### config.mk
export PLATFORM = sky130hd
export DESIGN_NAME = pulse_timer_bank
export DESIGN_NICKNAME = d
export VERILOG_FILES = /design/src/rtl/ptb_pkg.sv /design/src/rtl/ptb_regif.sv /design/src/rtl/ptb_channel.sv /design/src/rtl/pulse_timer_bank.sv
export SDC_FILE = /design/constraint.sdc
export NUM_CORES = 1
export LEC_CHECK = 0
export BUFFER_PORTS_ARGS = -buffer_cell sky130_fd_sc_hd__buf_4
export CAP_MARGIN = 20
export CELL_PAD_IN_SITES_DETAIL_PLACEMENT = 1
export CELL_PAD_IN_SITES_GLOBAL_PLACEMENT = 1
export CORE_ASPECT_RATIO = 0.6
export CORE_UTILIZATION = 35
export CTS_CLUSTER_DIAMETER = 80
export DETAILED_ROUTE_END_ITERATION = 16
export GPL_ROUTABILITY_DRIVEN = 0
export HOLD_SLACK_MARGIN = 0.1
export PLACE_DENSITY = 0.7
export SETUP_SLACK_MARGIN = 0.1
export SLEW_MARGIN = 5
export SYNTH_ARGS = -nofsm -noshare
export SYNTH_HDL_FRONTEND = slang
export SYNTH_HIERARCHICAL = 1
export SYNTH_SLANG_ARGS = --single-unit
### constraint.sdc
create_clock -name clk -period 2.7 [get_ports clk]
set_input_delay 0.135 -clock clk [delete_from_list [all_inputs] [get_ports clk]]
set_output_delay 0.135 -clock clk [all_outputs]
set_load 0.03 [all_outputs]
### src/rtl/ptb_pkg.sv
// Package: shared definitions for the periodic countdown timer bank.
// Assumes word-aligned 32-bit register accesses; address bits [3:2]
// select the register within a 16-byte channel window.
package ptb_pkg;

    // Register selected inside one channel window (address bits [3:2]).
    typedef enum logic [1:0] {
        SEL_RELOAD = 2'd0,
        SEL_COUNT  = 2'd1,
        SEL_CTRL   = 2'd2,
        SEL_FLAG   = 2'd3
    } chan_sel_e;

    // Address bits above this position select the channel region.
    localparam int unsigned REGION_LSB = 8;
    // Value of the region field that maps the channel windows.
    localparam int unsigned CHAN_REGION = 1;
    // Channel windows are 16 bytes apart.
    localparam int unsigned WIN_LSB = 4;

endpackage

### src/rtl/ptb_regif.sv
// Module: ptb_regif
// Decodes the register port into per-channel write strobes, holds the
// module hold bit and returns read data. Assumes one access per cycle,
// word-aligned addresses, and at most 16 channels in the channel region.
module ptb_regif
    import ptb_pkg::*;
#(
    parameter int unsigned NUM_CH = 4,
    parameter int unsigned DATA_W = 32,
    parameter int unsigned ADDR_W = 12
) (
    input  logic                           clk,
    input  logic                           rst_n,
    input  logic                           wr_en_i,
    input  logic [ADDR_W-1:0]              addr_i,
    input  logic                           wbit0_i,
    input  logic [NUM_CH-1:0][DATA_W-1:0]  ch_reload_i,
    input  logic [NUM_CH-1:0][DATA_W-1:0]  ch_count_i,
    input  logic [NUM_CH-1:0][1:0]         ch_ctrl_i,
    input  logic [NUM_CH-1:0]              ch_flag_i,
    output logic [NUM_CH-1:0]              wr_reload_o,
    output logic [NUM_CH-1:0]              wr_ctrl_o,
    output logic [NUM_CH-1:0]              wr_flag_o,
    output logic                           hold_o,
    output logic [DATA_W-1:0]              rdata_o
);

    localparam int unsigned REGION_W = ADDR_W - REGION_LSB;

    logic [3:0]          win_idx;
    chan_sel_e           sel;
    logic                chan_hit;
    logic                mod_hit;
    logic [NUM_CH-1:0]   hit_ch;

    // Split the address into region, window and register fields.
    assign win_idx  = addr_i[REGION_LSB-1:WIN_LSB];
    assign sel      = chan_sel_e'(addr_i[3:2]);
    assign chan_hit = (addr_i[ADDR_W-1:REGION_LSB] == REGION_W'(CHAN_REGION))
                    && (addr_i[1:0] == 2'b00)
                    && (int'(win_idx) < NUM_CH);
    assign mod_hit  = (addr_i == '0);

    // One set of write strobes per channel.
    for (genvar g = 0; g < NUM_CH; g++) begin : g_strobe
        assign hit_ch[g]      = chan_hit && (win_idx == 4'(g));
        assign wr_reload_o[g] = wr_en_i && hit_ch[g] && (sel == SEL_RELOAD);
        assign wr_ctrl_o[g]   = wr_en_i && hit_ch[g] && (sel == SEL_CTRL);
        assign wr_flag_o[g]   = wr_en_i && hit_ch[g] && (sel == SEL_FLAG);
    end

    // Module hold bit register.
    always_ff @(posedge clk) begin
        if (!rst_n) begin
            hold_o <= 1'b0;
        end else if (wr_en_i && mod_hit) begin
            hold_o <= wbit0_i;
        end
    end

    // Read multiplexer; unmapped addresses return zero.
    always_comb begin
        rdata_o = '0;
        if (mod_hit) begin
            rdata_o[0] = hold_o;
        end
        for (int i = 0; i < NUM_CH; i++) begin
            if (hit_ch[i]) begin
                case (sel)
                    SEL_RELOAD: rdata_o = ch_reload_i[i];
                    SEL_COUNT:  rdata_o = ch_count_i[i];
                    SEL_CTRL:   rdata_o = DATA_W'(ch_ctrl_i[i]);
                    default:    rdata_o = DATA_W'(ch_flag_i[i]);
                endcase
            end
        end
    end

    // the hold bit changes only through a write to the module register.
    p_hold_write_only_r7: assert property (@(posedge clk) disable iff (!rst_n)
        !(wr_en_i && mod_hit) |=> $stable(hold_o));

    // one access never strikes more than one channel register.
    p_single_strobe_r2: assert property (@(posedge clk) disable iff (!rst_n)
        $onehot0({wr_reload_o, wr_ctrl_o, wr_flag_o}));

endmodule

### src/rtl/ptb_channel.sv
// Module: ptb_channel
// One countdown channel: reload register, run and interrupt-enable bits,
// down-counter with automatic reload, and a sticky expiry flag.
// Assumes the write strobes come from a decoder that asserts at most one
// of them per cycle, and that halt_i is already qualified by debug mode.
module ptb_channel #(
    parameter int unsigned CNT_W  = 32,
    parameter int unsigned DATA_W = 32
) (
    input  logic              clk,
    input  logic              rst_n,
    input  logic              wr_reload_i,
    input  logic              wr_ctrl_i,
    input  logic              wr_flag_i,
    input  logic [DATA_W-1:0] wdata_i,
    input  logic              halt_i,
    output logic [DATA_W-1:0] reload_o,
    output logic [DATA_W-1:0] count_o,
    output logic [1:0]        ctrl_o,
    output logic              flag_o,
    output logic              irq_o
);

    logic [CNT_W-1:0] reload_q;
    logic [CNT_W-1:0] cnt_q;
    logic             run_q;
    logic             ie_q;
    logic             flag_q;
    logic             start;
    logic             expire;
    logic             clear_req;

    // Run edge caused by a control write while stopped; expiry when a live count sits at zero.
    assign start     = wr_ctrl_i && wdata_i[0] && !run_q;
    assign expire    = run_q && !halt_i && !start && (cnt_q == '0);
    assign clear_req = wr_flag_i && wdata_i[0];

    // Reload value register; taken by the counter only at start or expiry.
    always_ff @(posedge clk) begin
        if (!rst_n) begin
            reload_q <= '0;
        end else if (wr_reload_i) begin
            reload_q <= wdata_i[CNT_W-1:0];
        end
    end

    // Run and interrupt-enable control bits.
    always_ff @(posedge clk) begin
        if (!rst_n) begin
            run_q <= 1'b0;
            ie_q  <= 1'b0;
        end else if (wr_ctrl_i) begin
            run_q <= wdata_i[0];
            ie_q  <= wdata_i[1];
        end
    end

    // Down-counter: load on run edge, step while running and not halted.
    always_ff @(posedge clk) begin
        if (!rst_n) begin
            cnt_q <= '0;
        end else if (start) begin
            cnt_q <= reload_q;
        end else if (run_q && !halt_i) begin
            cnt_q <= expire ? reload_q : (cnt_q - CNT_W'(1));
        end
    end

    // Sticky expiry flag; a set on the same edge beats a clear.
    always_ff @(posedge clk) begin
        if (!rst_n) begin
            flag_q <= 1'b0;
        end else if (expire) begin
            flag_q <= 1'b1;
        end else if (clear_req) begin
            flag_q <= 1'b0;
        end
    end

    assign reload_o = DATA_W'(reload_q);
    assign count_o  = DATA_W'(cnt_q);
    assign ctrl_o   = {ie_q, run_q};
    assign flag_o   = flag_q;
    assign irq_o    = flag_q && ie_q;

    // a running, unhalted, nonzero count falls by exactly one.
    p_step_down_r4: assert property (@(posedge clk) disable iff (!rst_n)
        (run_q && !halt_i && !start && (cnt_q != '0))
        |=> (cnt_q == $past(cnt_q) - CNT_W'(1)));

    // expiry refills from the reload register and raises the flag.
    p_reload_on_expiry_r5: assert property (@(posedge clk) disable iff (!rst_n)
        expire |=> ((cnt_q == $past(reload_q)) && flag_q));

    // a run edge starts a fresh period from the present reload value.
    p_restart_r6: assert property (@(posedge clk) disable iff (!rst_n)
        start |=> (run_q && (cnt_q == $past(reload_q))));

    // a halted running channel keeps its count.
    p_halt_holds_r7: assert property (@(posedge clk) disable iff (!rst_n)
        (run_q && halt_i && !start) |=> $stable(cnt_q));

    // a set flag drops only through a clearing write.
    p_flag_sticky_r8: assert property (@(posedge clk) disable iff (!rst_n)
        (flag_q && !clear_req) |=> flag_q);

endmodule

### src/rtl/pulse_timer_bank.sv
// Module: pulse_timer_bank
// Top of the periodic countdown timer bank: register decoder plus
// NUM_CH countdown channels. Assumes a single-cycle write port and a
// combinational read port; the debug-mode input is synchronous to clk.
module pulse_timer_bank
    import ptb_pkg::*;
#(
    parameter int unsigned NUM_CH = 4,
    parameter int unsigned CNT_W  = 32,
    parameter int unsigned DATA_W = 32,
    parameter int unsigned ADDR_W = 12
) (
    input  logic              clk,
    input  logic              rst_n,
    input  logic              dbg_mode_i,
    input  logic              bus_wr_i,
    input  logic [ADDR_W-1:0] bus_addr_i,
    input  logic [DATA_W-1:0] bus_wdata_i,
    output logic [DATA_W-1:0] bus_rdata_o,
    output logic [NUM_CH-1:0] irq_o
);

    logic [NUM_CH-1:0][DATA_W-1:0] ch_reload;
    logic [NUM_CH-1:0][DATA_W-1:0] ch_count;
    logic [NUM_CH-1:0][1:0]        ch_ctrl;
    logic [NUM_CH-1:0]             ch_flag;
    logic [NUM_CH-1:0]             wr_reload;
    logic [NUM_CH-1:0]             wr_ctrl;
    logic [NUM_CH-1:0]             wr_flag;
    logic                          hold_bit;
    logic                          halt_all;

    // Counting stops only when both the hold bit and debug mode are active.
    assign halt_all = hold_bit && dbg_mode_i;

    ptb_regif #(
        .NUM_CH (NUM_CH),
        .DATA_W (DATA_W),
        .ADDR_W (ADDR_W)
    ) u_regif (
        .clk         (clk),
        .rst_n       (rst_n),
        .wr_en_i     (bus_wr_i),
        .addr_i      (bus_addr_i),
        .wbit0_i     (bus_wdata_i[0]),
        .ch_reload_i (ch_reload),
        .ch_count_i  (ch_count),
        .ch_ctrl_i   (ch_ctrl),
        .ch_flag_i   (ch_flag),
        .wr_reload_o (wr_reload),
        .wr_ctrl_o   (wr_ctrl),
        .wr_flag_o   (wr_flag),
        .hold_o      (hold_bit),
        .rdata_o     (bus_rdata_o)
    );

    // One countdown channel per index.
    for (genvar g = 0; g < NUM_CH; g++) begin : g_chan
        ptb_channel #(
            .CNT_W  (CNT_W),
            .DATA_W (DATA_W)
        ) u_chan (
            .clk         (clk),
            .rst_n       (rst_n),
            .wr_reload_i (wr_reload[g]),
            .wr_ctrl_i   (wr_ctrl[g]),
            .wr_flag_i   (wr_flag[g]),
            .wdata_i     (bus_wdata_i),
            .halt_i      (halt_all),
            .reload_o    (ch_reload[g]),
            .count_o     (ch_count[g]),
            .ctrl_o      (ch_ctrl[g]),
            .flag_o      (ch_flag[g]),
            .irq_o       (irq_o[g])
        );
    end

endmodule

Word level (Yosys, flattened, before mapping). Cells that the tools add are included.

Register bits: 269. Bits of input ports: 48. Output and inout port bits: 36.

Add/sub/neg operators: 4. Order comparisons: 1. Eq/ne operators: 7. Muxes and demuxes: 29. Reduce and logical (&&, ||, !) cells: 77.

Operator list (number): 32-bit 2-to-1 mux (16); 32-bit case mux with 3 select lines (4); 32-bit zero test (4); 32-bit by 1-bit subtractor with 32-bit output, second input constant (4); 1-bit logical AND (52); 2-bit nonzero test (8); 12-bit zero test (1); 1-bit zero test (9); 1-bit 2-to-1 mux (9); 4-bit by 1-bit == test with 1-bit output, second input constant (2); 4-bit by 2-bit == test with 1-bit output, second input constant (2); 2-bit == test, second input constant (2); 2-bit zero test (2); 4-bit zero test (1); 4-bit by 3-bit < comparator with 1-bit output, second input constant (1); 2-bit by 1-bit == test with 1-bit output, second input constant (1).

Longest topological paths before layout.
Depth after elaboration: 14. Depth in mapped cells: 12. Mapped depth without buffers: 9.

Hierarchy. Netlist, hierarchy kept.

By module, submodules not included: ptb_channel (g_chan[0].u_chan ...) (instances 3, cells each 385, area each 3377.0 um^2); ptb_channel (g_chan[3].u_chan) (instances 1, cells each 409, area each 3522.1 um^2); ptb_regif (instances 1, cells each 290, area each 2431.1 um^2); pulse_timer_bank (instances 1, cells each 1, area each 6.3 um^2).

Worst setup path before layout. OpenSTA, ideal clock, no wires.

Path kind: input port to flip-flop. From: input port bus_addr_i[4]. To: register g_chan[0].u_chan.cnt_q[0]. Setup time: 0.125 ns. Arrival time: 2.118 ns. Slack: 0.457 ns. Stages: 12. Buffers on the path: 4. Path through: buf_4 > buf_4 > buf_2 > nor2_1 > nand3_1 > nor2_1 > nand2_1 > nor2_1 > a41oi_4 > buf_2 > o211ai_1 > o31ai_1.

Word-level cells in the longest chain between the ends: 13. Elaborated cells between the ends (all ways): 15. Those cells by class: order compare (1); mux (3); reduce/logical (11).

Ends and longest elaborated chain: start: declaration (line pulse_timer_bank.sv:17) `input logic [ADDR_W-1:0] bus_addr_i,`; 4-bit by 3-bit < comparator with 1-bit output (line ptb_regif.sv:41) `&& (int'(win_idx) < NUM_CH);`; 1-bit logical AND (line ptb_regif.sv:41); 1-bit logical AND * (line ptb_regif.sv:46) `assign hit_ch[g] = chan_hit && (win_idx == 4'(g));`; 1-bit logical AND * (2 in series) (line ptb_regif.sv:48) `assign wr_ctrl_o[g] = wr_en_i && hit_ch[g] && (sel == SEL_CTRL);`; via wr_ctrl[0] (line pulse_timer_bank.sv:28) `logic [NUM_CH-1:0] wr_ctrl;`; 1-bit logical AND * (2 in series) (line ptb_channel.sv:34) `assign start = wr_ctrl_i && wdata_i[0] && !run_q;`; 1-bit zero test (line ptb_channel.sv:35) `assign expire = run_q && !halt_i && !start && (cnt_q == '0);`; 1-bit logical AND (2 in series) (line ptb_channel.sv:35); 32-bit 2-to-1 mux (line ptb_channel.sv:65) `cnt_q <= expire ? reload_q : (cnt_q - CNT_W'(1));`; 32-bit 2-to-1 mux (line ptb_channel.sv:64) `end else if (run_q && !halt_i) begin`; 32-bit 2-to-1 mux (line ptb_channel.sv:62) `end else if (start) begin`; end signal: assignment (line ptb_channel.sv:63) `cnt_q <= reload_q;`; end signal: assignment (line ptb_channel.sv:65); end: declaration (line ptb_channel.sv:25) `logic [CNT_W-1:0] cnt_q;`.

Mark *: on every way through the listed nets, which the timed path passes. The rest lies on a longest branch. The select of a mux whose other input is x is not followed. A chain may end at the register's enable or synchronous reset.

Worst setup path in the final report.
From: register u_regif.hold_o. To: register g_chan[0].u_chan.cnt_q[0].

Word-level cells in the longest chain between the ends: 8. Elaborated cells between the ends (all ways): 9. Those cells by class: mux (3); reduce/logical (6).

Ends and longest elaborated chain: start: declaration (line ptb_regif.sv:24) `output logic hold_o,`; start signal: assignment (line ptb_regif.sv:57) `hold_o <= wbit0_i;`; 1-bit logical AND * (line pulse_timer_bank.sv:34) `assign halt_all = hold_bit && dbg_mode_i;`; via halt_all (line pulse_timer_bank.sv:31) `logic halt_all;`; 1-bit zero test * (line ptb_channel.sv:35, ptb_channel.sv:64); 1-bit logical AND * (line ptb_channel.sv:35, ptb_channel.sv:64); 1-bit logical AND (2 in series) (line ptb_channel.sv:35); 32-bit 2-to-1 mux (line ptb_channel.sv:65); 32-bit 2-to-1 mux (line ptb_channel.sv:64); 32-bit 2-to-1 mux (line ptb_channel.sv:62).

Marks and branches as above.

==> summary.md <==
| Metric | Value |
|---|---|
| Worst setup path class | `flop to flop` |
| CP top delay family | `simple AND/OR/NAND/NOR gates` |
| Clk pwr share | `0.488` |
| Die Wd | `279 um` |
| Clock sinks | `about 270` |
| Register area share after synthesis | `0.335` |
| RSZ-0062 raised after global routing | `false` |
| Finished Layout Cells | `2646` |
| Grt total ovfl | `0` |
| Total CTS buffers | `29` |
| Post-Syn Area | `approximately 16000 um2` |
| Internal Power | `0.00653 W` |
| Reg2reg start | `u_regif/hold_o$_SDFFE_PN0P_` |
| Worst-path fanout max | `12` |
| Maxcap violations | `0` |
| Largest net degree at the start of global routing | `43` |
| Asr flop ratio synth | `0` |
| Root Buffer | `clkbuf_16` |
| Yosys reg bits | `between 200 and 300` |
| Final hold vios | `0` |
| Top-count cell post-synth | `dfxtp_1` |
| Crit-path slowest cell | `nor4_1` |
| Post-DP HPWL | `57.2 mm` |
| IO Count | `84` |
| Worst reg2reg path endpoint | `g_chan[0].u_chan/count_o[0]$_SDFFE_PN0P_` |
| Rows | `60` |
| Placed cell count | `between 2000 and 3000` |
| PwrDens | `443 nW/um2` |
| DRC | `0` |
| Share of power burned in registers | `0.455` |
| Critical path, cell by cell | `and2_2 -> nor3b_1 -> buf_4 -> nand3_1 -> buf_4 -> nor4_1 -> a21oi_1 -> o31ai_1` |
| Via-per-instance ratio | `between 6 and 7` |
| WL per Instance | `29.7 um` |
| Layout cell share with drive strength beyond 1 | `0.204` |
| CP startpoint kind | `flop` |
| Distinct cells, synth | `82` |
| Largest stage delay on the critical path | `~460 ps` |
| Worst hold endpoint | `g_chan[2].u_chan/run_q$_SDFFE_PN0P_` |
| Final setup vio count | `0` |
| Comb pwr share | `0.057` |
| Initial antenna violation count | `4` |
| Max_slew headroom | `0.395` |
| Synth top area cells | `dfxtp_1, mux2i_1, nor2_1, mux4_2, a21oi_1` |
| Worst reg2reg path depth | `8` |
| Syn-to-layout area delta | `22.2%` |
| Fin crit period | `2580 ps` |
| Die Y | `168 um` |
| Initial Util | `0.357` |
| Clock transition at path regs | `60 ps` |
| Worst hold slack | `185 ps` |
| Reg2reg setup slack | `120 ps` |
| First-pass GRT wire length | `114 mm` |
| Syn nets | `1907` |
| Hold path start | `bus_addr_i[5]` |
| CP Capture Type | `flop` |
| Post-synth EDFFs | `0` |
| WHS Path Cells | `5` |
| Crit path buffers/inverters | `2` |
| Cells after Synth | `roughly 1900` |
| Tcrit/Tclk final | `0.956` |
| Switching pwr | `0.00218 W` |
| LEAKAGE | `7.35 nW` |
| Vias | `17400` |
| Synth top cells by count | `dfxtp_1, nor2_1, mux2i_1, a21oi_1, nand2_1` |
| CTS tree | `built` |
| Vias in the first global route | `16400` |
| DIE AREA | `46900 um2` |
| Worst skew pair latency | `590 ps` |
| Critical path data arrival time | `3070 ps` |
| Nets@finish | `2085` |
| Clk buf depth | `3` |
| Outcome | `complete, no violations` |
| YS warnings | `6` |
| Slew @ Worst Pin | `907 ps` |
| Top_reg_cell synth | `dfxtp_1` |
| Core footprint | `45000 um2` |
| Total GRT Usage | `0.326` |
| Max Slew Vio Count | `0` |
| WL final | `78.5 mm` |
| Final antenna-violating net count | `0` |
| Critical path's most frequent cell | `buf_4` |
| Initial DRC count | `approximately 2500` |
| FMAX | `387 MHz` |
| Setup Skew | `12.0 ps` |
| VDD IR max | `around 0.00047 V` |
| Cell taking the most area after synthesis | `dfxtp_1` |
| CP required | `around 3200 ps` |
| Hold Crit Class | `input pin to flop` |
| Syn avg cell area | `8.67 um2` |
| TritonRoute pass-1 iters | `6` |
| CTS H-tree depth | `1` |
| Post-synth top area share | `0.335` |
| IO buf count | `83` |
| Switching share of power | `0.251` |
-- cell families (layout without fill, tap and decap cells) --
| group | after synthesis | in the layout | share of synthesized area |
|---|---|---|---|
| AO/OA/AOI/OAI | 439 | 439 | 0.189 |
| XOR/XNOR | 18 | 18 | 0.00980 |
| adder cells (fa/ha/maj) | 4 | 4 | 0.00311 |
| buffers and inverters | 164 | 364 | 0.0488 |
| flip-flops | 269 | 269 | 0.335 |
| multiplexers | 257 | 257 | 0.185 |
| other | 0 | 2 | 0 |
| AND/OR/NAND/NOR | 704 | 704 | 0.230 |
-- worst max-delay path by stage --
stage	startpoint	end	slack, ps	cells after the start
finish	u_regif/hold_o$_SDFFE_PN0P_	g_chan[0].u_chan/count_o[0]$_SDFFE_PN0P_	120	8
global route	g_chan[3].u_chan/count_o[0]$_SDFFE_PN0P_	g_chan[3].u_chan/count_o[27]$_SDFFE_PN0P_	100	8
CTS	g_chan[2].u_chan/count_o[0]$_SDFFE_PN0P_	g_chan[2].u_chan/count_o[25]$_SDFFE_PN0P_	50	8
detailed placement	u_regif/hold_o$_SDFFE_PN0P_	g_chan[0].u_chan/count_o[2]$_SDFFE_PN0P_	-150	7
global placement	u_regif/hold_o$_SDFFE_PN0P_	g_chan[0].u_chan/count_o[18]$_SDFFE_PN0P_	50	7
floorplan	bus_addr_i[4]	g_chan[0].u_chan/count_o[0]$_SDFFE_PN0P_	460	12
-- repair_timing --
action / CTS / global route
buffers inserted: 12 / 8
setup endpoints to repair: 58 / 45
hold endpoints to repair: 145 / 5
pin swaps: 5 / 5
hold buffers: 41 / 1
gates resized for setup: 2 / 8
-- layer usage --
layer  GRT usage  vias to the layer above  share of wire
met4       0.108                        2          0.040
li1            -                     7417              -
met2       0.425                     1095           0.38
met5           0                        -        0.00017
met3       0.106                      163           0.13
met1       0.490                     8700           0.45
-- tightest hold or removal path: cells and delay by family --
| kind | cells | cell delay, ps |
|---|---|---|
| and+or+nand+nor | 3 | 360 |
| buffers and inverters | 1 | 160 |
| AOI/OAI and AO/OA | 1 | 60 |
-- metrics by stage --
step | utilization | cell area [um2] | total power (W) | worst slack (ps) | setup TNS [ps]
after floorplan | - | 16100 | 0.00426 | 457 | 0
after CTS | 0.434 | 19600 | 0.00871 | 52.6 | 0
final | 0.436 | 19700 | 0.00872 | 118 | 0
after global placement | 0.401 | 18100 | 0.00449 | 54.2 | 0
after global routing | 0.436 | 19700 | 0.00890 | 103 | 0
after detailed placement | 0.401 | 18100 | 0.00450 | -154 | -1290
-- power groups by stage --
stage	registers (W)	logic [W]	clock network, W
after floorplan	0.00406	0.000200	0
after global placement	0.00406	0.000435	0
after detailed placement	0.00406	0.000440	0
after CTS	0.00397	0.000481	0.00426
after global routing	0.00397	0.000507	0.00443
final	0.00397	0.000499	0.00425
-- area by class of cell --
class / count / area [um2]
multi-input combinational: 1422 / 9980
clock buffer: 41 / 821
antenna: 2 / 5.00
fill: 5213 / 25400
tap: 589 / 737
inverter: 14 / 52.6
clock inverter: 12 / 144
timing repair buffer: 297 / 2540
sequential: 269 / 5390
-- cells in the final DEF, fill, tap and decap left out, types with 17 or more instances in the layout --
cell type / Yosys / final
nor4_1: 36 / 29
o21ai_0: 50 / 50
clkbuf_16: 0 / 29
dlygate4sd3_1: 0 / 41
nand3_1: 58 / 58
nor2_1: 244 / 242
a211oi_1: 20 / 20
buf_4: 20 / 239
mux4_2: 31 / 31
or3_1: 22 / 22
a21oi_1: 117 / 117
a31oi_1: 56 / 56
nor3_1: 62 / 62
a22oi_1: 20 / 20
nand4_1: 31 / 31
mux2i_1: 219 / 218
nor4_2: 10 / 17
dfxtp_1: 269 / 269
o221ai_1: 22 / 22
o22ai_1: 38 / 38
nand2_1: 112 / 112
-- state kept, by name (all words and copies together), names as in the netlist --
signal	flops
u_regif/hold_o	1
g_chan.u_chan/flag_o	4
g_chan.u_chan/count_o	128
g_chan.u_chan/run_q	4
g_chan.u_chan/reload_o	128
g_chan.u_chan/ie_q	4
Power figures use the tool's default switching activity.
